File: config.mk
export PLATFORM = sky130hd
export DESIGN_NAME = burst_splitter
export DESIGN_NICKNAME = d
export VERILOG_FILES = /design/src/rtl/bsplit_pkg.sv /design/src/rtl/bsplit_beat.sv /design/src/rtl/bsplit_step.sv /design/src/rtl/burst_splitter.sv
export SDC_FILE = /design/constraint.sdc
export NUM_CORES = 1
export LEC_CHECK = 0
export BUFFER_PORTS_ARGS = -buffer_cell sky130_fd_sc_hd__buf_2
export CAP_MARGIN = 20
export CELL_PAD_IN_SITES_DETAIL_PLACEMENT = 1
export CELL_PAD_IN_SITES_GLOBAL_PLACEMENT = 1
export CORE_UTILIZATION = 23
export DETAILED_ROUTE_END_ITERATION = 16
export GPL_TIMING_DRIVEN = 0
export PLACE_DENSITY_LB_ADDON = 0.1
export SLEW_MARGIN = 30
export SYNTH_ARGS = -nofsm -noshare
export SYNTH_HDL_FRONTEND = slang
export SYNTH_SLANG_ARGS = --single-unit
File: constraint.sdc
create_clock -name clk -period 3.32 [get_ports clk]
set_input_delay 0.664 -clock clk [delete_from_list [all_inputs] [get_ports clk]]
set_output_delay 0.664 -clock clk [all_outputs]
set_load 0.02 [all_outputs]
File: src/rtl/bsplit_pkg.sv
package bsplit_pkg;
  // burst length in beats from the select code
  function automatic logic [3:0] beats_of(input logic [1:0] sel);
    case (sel)
      2'd0:    return 4'd2;
      2'd1:    return 4'd4;
      default: return 4'd8;
    endcase
  endfunction
endpackage

File: src/rtl/bsplit_beat.sv
module bsplit_beat #(
  parameter int WA_W   = 12,
  parameter int OFS_W  = 1,
  parameter int ADDR_W = WA_W + OFS_W
) (
  input  logic [WA_W-1:0]     word_addr,
  input  logic                in_row,
  input  logic [ADDR_W-1:0]   first_byte,
  input  logic [ADDR_W-1:0]   last_byte,
  output logic                ok,
  output logic [(1<<OFS_W)-1:0] mask
);
  localparam int NB = 1 << OFS_W;

  always_comb begin
    ok = in_row
      && (word_addr >= first_byte[ADDR_W-1:OFS_W])
      && (word_addr <= last_byte[ADDR_W-1:OFS_W]);
  end

  for (genvar k = 0; k < NB; k++) begin : g_lane
    logic [ADDR_W-1:0] baddr;
    assign baddr   = {word_addr, OFS_W'(k)};
    assign mask[k] = !(ok && (baddr >= first_byte) && (baddr <= last_byte));
  end
endmodule

File: src/rtl/bsplit_step.sv
module bsplit_step #(
  parameter int ROW_W = 8,
  parameter int COL_W = 4
) (
  input  logic [ROW_W+COL_W-1:0] cur_wa,
  input  logic [3:0]             bl,
  output logic [ROW_W+COL_W-1:0] next_wa
);
  localparam int WA_W = ROW_W + COL_W;
  localparam int COLS = 1 << COL_W;

  logic [COL_W:0] col_end;
  logic           crosses;

  always_comb begin
    col_end = {1'b0, cur_wa[COL_W-1:0]} + (COL_W+1)'(bl);
    crosses = col_end > (COL_W+1)'(COLS);
    if (crosses)
      next_wa = {cur_wa[WA_W-1:COL_W] + ROW_W'(1), COL_W'(0)};
    else
      next_wa = cur_wa + WA_W'(bl);
  end
endmodule

File: src/rtl/burst_splitter.sv
module burst_splitter #(
  parameter int DEV_W = 16,
  parameter int COL_W = 4,
  parameter int ROW_W = 8,
  parameter int LEN_W = 10,
  localparam int NB     = DEV_W / 8,
  localparam int OFS_W  = $clog2(NB),
  localparam int WA_W   = ROW_W + COL_W,
  localparam int ADDR_W = WA_W + OFS_W
) (
  input  logic              clk,
  input  logic              rst,
  input  logic              req_valid,
  output logic              req_ready,
  input  logic [ADDR_W-1:0] req_addr,
  input  logic [LEN_W-1:0]  req_len,
  input  logic              req_write,
  input  logic [1:0]        bl_sel,
  output logic              cmd_valid,
  output logic              cmd_write,
  output logic [ROW_W-1:0]  cmd_row,
  output logic [COL_W-1:0]  cmd_col,
  output logic              data_active,
  output logic [1:0]        beat_ok,
  output logic [2*NB-1:0]   beat_mask,
  output logic              done
);
  import bsplit_pkg::*;

  // sequencer state
  logic              busy;
  logic [WA_W-1:0]   wa;
  logic [1:0]        pidx;
  logic [3:0]        bl;
  logic              wr;
  logic [ADDR_W-1:0] first_byte, last_byte;
  logic              fin;

  logic [WA_W-1:0]   next_wa;
  logic              last_pair, last_burst;
  logic [1:0]        slot_ok;
  logic [2*NB-1:0]   slot_mask;

  bsplit_step #(.ROW_W(ROW_W), .COL_W(COL_W)) u_step (
    .cur_wa(wa), .bl(bl), .next_wa(next_wa)
  );

  for (genvar j = 0; j < 2; j++) begin : g_slot
    logic [2:0]       bidx;
    logic [COL_W:0]   colsum;
    logic [WA_W-1:0]  bword;
    assign bidx   = {pidx, 1'(j)};
    assign colsum = {1'b0, wa[COL_W-1:0]} + (COL_W+1)'(bidx);
    assign bword  = wa + WA_W'(bidx);
    bsplit_beat #(.WA_W(WA_W), .OFS_W(OFS_W)) u_beat (
      .word_addr (bword),
      .in_row    (!colsum[COL_W]),
      .first_byte(first_byte),
      .last_byte (last_byte),
      .ok        (slot_ok[j]),
      .mask      (slot_mask[j*NB +: NB])
    );
  end

  assign last_pair  = ({1'b0, pidx} + 3'd1) == bl[3:1];
  assign last_burst = next_wa > last_byte[ADDR_W-1:OFS_W];
  assign req_ready  = !busy;

  always_ff @(posedge clk) begin
    if (rst) begin
      busy        <= 1'b0;
      wa          <= '0;
      pidx        <= '0;
      bl          <= 4'd2;
      wr          <= 1'b0;
      first_byte  <= '0;
      last_byte   <= '0;
      fin         <= 1'b0;
      cmd_valid   <= 1'b0;
      cmd_write   <= 1'b0;
      cmd_row     <= '0;
      cmd_col     <= '0;
      data_active <= 1'b0;
      beat_ok     <= '0;
      beat_mask   <= '1;
      done        <= 1'b0;
    end else begin
      fin         <= 1'b0;
      done        <= fin;
      cmd_valid   <= 1'b0;
      data_active <= 1'b0;
      beat_ok     <= '0;
      beat_mask   <= '1;
      if (!busy) begin
        if (req_valid) begin
          busy       <= 1'b1;
          wa         <= req_addr[ADDR_W-1:OFS_W];
          pidx       <= '0;
          bl         <= beats_of(bl_sel);
          wr         <= req_write;
          first_byte <= req_addr;
          last_byte  <= req_addr + ADDR_W'(req_len) - ADDR_W'(1);
        end
      end else begin
        data_active <= 1'b1;
        beat_ok     <= slot_ok;
        beat_mask   <= slot_mask;
        if (pidx == 2'd0) begin
          cmd_valid <= 1'b1;
          cmd_write <= wr;
          cmd_row   <= wa[WA_W-1:COL_W];
          cmd_col   <= wa[COL_W-1:0];
        end
        if (last_pair) begin
          pidx <= '0;
          wa   <= next_wa;
          if (last_burst) begin
            busy <= 1'b0;
            fin  <= 1'b1;
          end
        end else begin
          pidx <= pidx + 2'd1;
        end
      end
    end
  end
endmodule

==> impl_metrics.csv <==
group,metric,value,unit
status,status,"finished, final reports clean",
logic_synthesis,ys_seq_area_share,24.1,%
power_and_ir_drop,p_clk_share,28.2,%
placed_design,io_buffers,50,
logic_synthesis,synthFlopType,"dfxtp_1",
layout,diodes,0,
layout,utilization,28.2,%
layout,drive_above_1_share,15.2,%
die,io_pins,52,
run,drv_cap,0,
sta,rsz0062_at_grt,"true",
drt,wl_per_cell,19.1,um
clocking,hold_buffers,0,
drt,drt_pre_antenna_iters,4,
die,die_w,159,um
drt,ant_nets,0,
sta,hold_violations,0,
logic_synthesis,synth_common_cells,"110 x nand2_1, 93 x ha_1, 88 x inv_1",
logic_synthesis,ys_warn_count,0,
sta,skew,0.00971,ns
clocking,insertion_delay,0.35,ns
logic_synthesis,synth-edff-count,0,
placed_design,hpwlAfterDp,17900,um
logic_synthesis,syn_nets,861,
setup_path,reg2regPathDepth,12,
logic_synthesis,synthCells,735,
setup_path,arrival,3.46,ns
clocking,clock_sinks,68,
global_routing,grt_overflow,0,
drt,drc,0,
clocking,cts-root-buf,"clkbuf_16",
sta,fin_hold_ws,0.452,ns
worst_hold_path,whs_path_depth,2,
sta,tightest_slew,0.703,ns
die,fp-row-count,57,
die,dieHeight,159,um
power_and_ir_drop,p_comb_share,45.1,%
drt,routed_wl,21600,um
power_and_ir_drop,p_per_area,534,nW/um^2
drt,vias,5395,
global_routing,antenna_found_initial,0,
sta,maxSlewViolCount,0,
logic_synthesis,yosysTopAreaCell,"dfxtp_1",
die,coreArea,24200,um^2
setup_path,crit_type,"reg -> reg",
setup_path,start_kind,"flip-flop",
setup_path,cp_max_fo,5,
clocking,cts_max_path_buffers,2,
die,dieArea,25200,um^2
logic_synthesis,synth.avg_cell_area,7.69,um^2
power_and_ir_drop,switching_power,1.53,mW
worst_hold_path,hp-class,"reg -> reg",
logic_synthesis,netlist.area_leader.share,24.1,%
layout,fin_cells,1132,
power_and_ir_drop,power.leakage,2.99,nW
power_and_ir_drop,swShare,41.8,%
logic_synthesis,ys_types,67,
clocking,cts_tree,"built",
sta,finalSetupViolations,0,
sta,period_minus_slack,3.24,ns
logic_synthesis,synth-seq-cells,68,
setup_path,crit_path_end_kind,"flip-flop",
logic_synthesis,async_reset_ff_share,0,%
global_routing,gr-usage-all-layers,17.4,%
power_and_ir_drop,ir_worst_vdd,0.000209,V
logic_synthesis,post-synth-top-count-cell,"nand2_1",
global_routing,first_global_vias,5662,
global_routing,grt_pass1_wl,33100,um
sta,max_freq,0.309,GHz
clocking,htree_levels,3,
placed_design,place_congestion,0.782,
drt,initialDrtViolationCount,237,
sta,relSlewSlack,53.1,%
sta,finalCritPeriodShare,97.5,%
die,start_util,23.3,%
logic_synthesis,synth_area_leaders,"dfxtp_1 24%, ha_1 21%, nand2_1 7.3%, a21oi_1 6.7%, inv_1 5.8%",
power_and_ir_drop,internal_power,2.13,mW
power_and_ir_drop,power_frac_seq,26.7,%
global_routing,grt_max_degree,15,
clocking,cts_buffers,9,
placed_design,place_inst,1109,
layout,final_nets,929,
drt,viasPerCell,4.77,
clocking,path_clk_slew,0.07,ns
setup_path,cp.required,3.55,ns
layout,area_growth,20.9,%
logic_synthesis,netlist_area,5650,um^2
worst paths after layout:
check	startpoint	to	slack, ns
worst max-delay path	pidx[0]	beat_mask[2]	0.08
worst min-delay path	cmd_col[3]	cmd_col[3]	0.45
worst max register to register	pidx[0]	beat_mask[2]	0.08
worst min register to register	cmd_col[3]	cmd_col[3]	0.45
worst max-delay path: stages, from the launching register on:
cell	delay (ns)
dfxtp_4	0.36
buf_4	0.14
fa_1	0.45
a21o_1	0.19
nand2_2	0.14
nor2_1	0.08
xor2_1	0.17
ha_1	0.32
nand4_1	0.14
or3_4	0.43
a21o_1	0.17
a22o_1	0.17
or3_1	0.36
area by class of cell:
type | instances | area [um^2]
tap | 324 | 405
inverter | 89 | 334
sequential | 68 | 1380
timing repair buffer | 59 | 318
fill | 3005 | 17400
buffer | 26 | 118
clock inverter | 7 | 81.3
clock buffer | 9 | 225
multi-input combinational | 550 | 3980
registers in the layout, indices dropped and copies added (netlist names), 2 cells and up:
register / flops
first_byte: 13
beat_ok: 2
last_byte: 13
cmd_col: 4
wa: 12
beat_mask: 4
pidx: 2
bl: 3
cmd_row: 8
kinds of logic (layout without fill, tap and decap cells):
kind of cell	after synthesis	in the layout	share of synthesized area, %
buffers and inverters	117	190	8.10
and+or+nand+nor	238	238	19.8
adders and majority gates	97	97	22.0
DFF	68	68	24.1
AOI/OAI and AO/OA	180	180	20.5
xor gates and xnor gates	33	33	5.11
muxes	2	2	0.376
layer usage:
metal,GRT usage [%],wire (um)
met4,4.50,268
met5,0,0
met3,1.93,572
met2,31.1,10800
met1,22.1,9950
power groups by stage:
stage	registers, mW	logic [mW]	clock network (mW)
floorplan	0.981	1.05	0
global placement	0.976	1.52	0
detailed placement	0.979	1.57	0
CTS	0.966	1.64	1.06
global route	0.986	1.85	1.09
finish	0.975	1.65	1.03
cells in the final DEF (no fill, tap or decap), types with 4 or more instances in the layout:
cell type	count
a21oi_1	74
nand3_1	9
and2_1	4
a21o_1	14
o311ai_0	4
buf_4	10
or3_1	8
o21ai_0	28
dfxtp_1	61
nor2b_1	7
nor2_1	38
inv_6	4
xor2_1	16
nand3b_1	4
xnor2_1	13
clkbuf_1	14
a211oi_1	11
and3_1	4
inv_1	85
dfxtp_2	5
nand4_1	13
nand2_1	109
clkbuf_16	9
nor3_1	18
buf_2	56
ha_1	92
stage by stage:
step	setup TNS [ns]	power, mW	cell area [um^2]	setup WS (ns)
2_1_floorplan	0	2.03	5650	0.0269
3_3_place_gp	-3.16	2.49	6310	-0.800
3_5_place_dp	-3.49	2.55	6310	-0.954
4_1_cts	-0.0517	3.67	6780	-0.0517
5_1_grt	-0.0645	3.92	6840	-0.0538
6_report	0	3.65	6840	0.0825
what timing repair did:
action	4_1_cts	5_1_grt
resized for setup	25	16
pin swaps	7	10
endpoints found under the setup margin	6	8
buffers inserted	6	3
(Power assumes the default switching activity.)
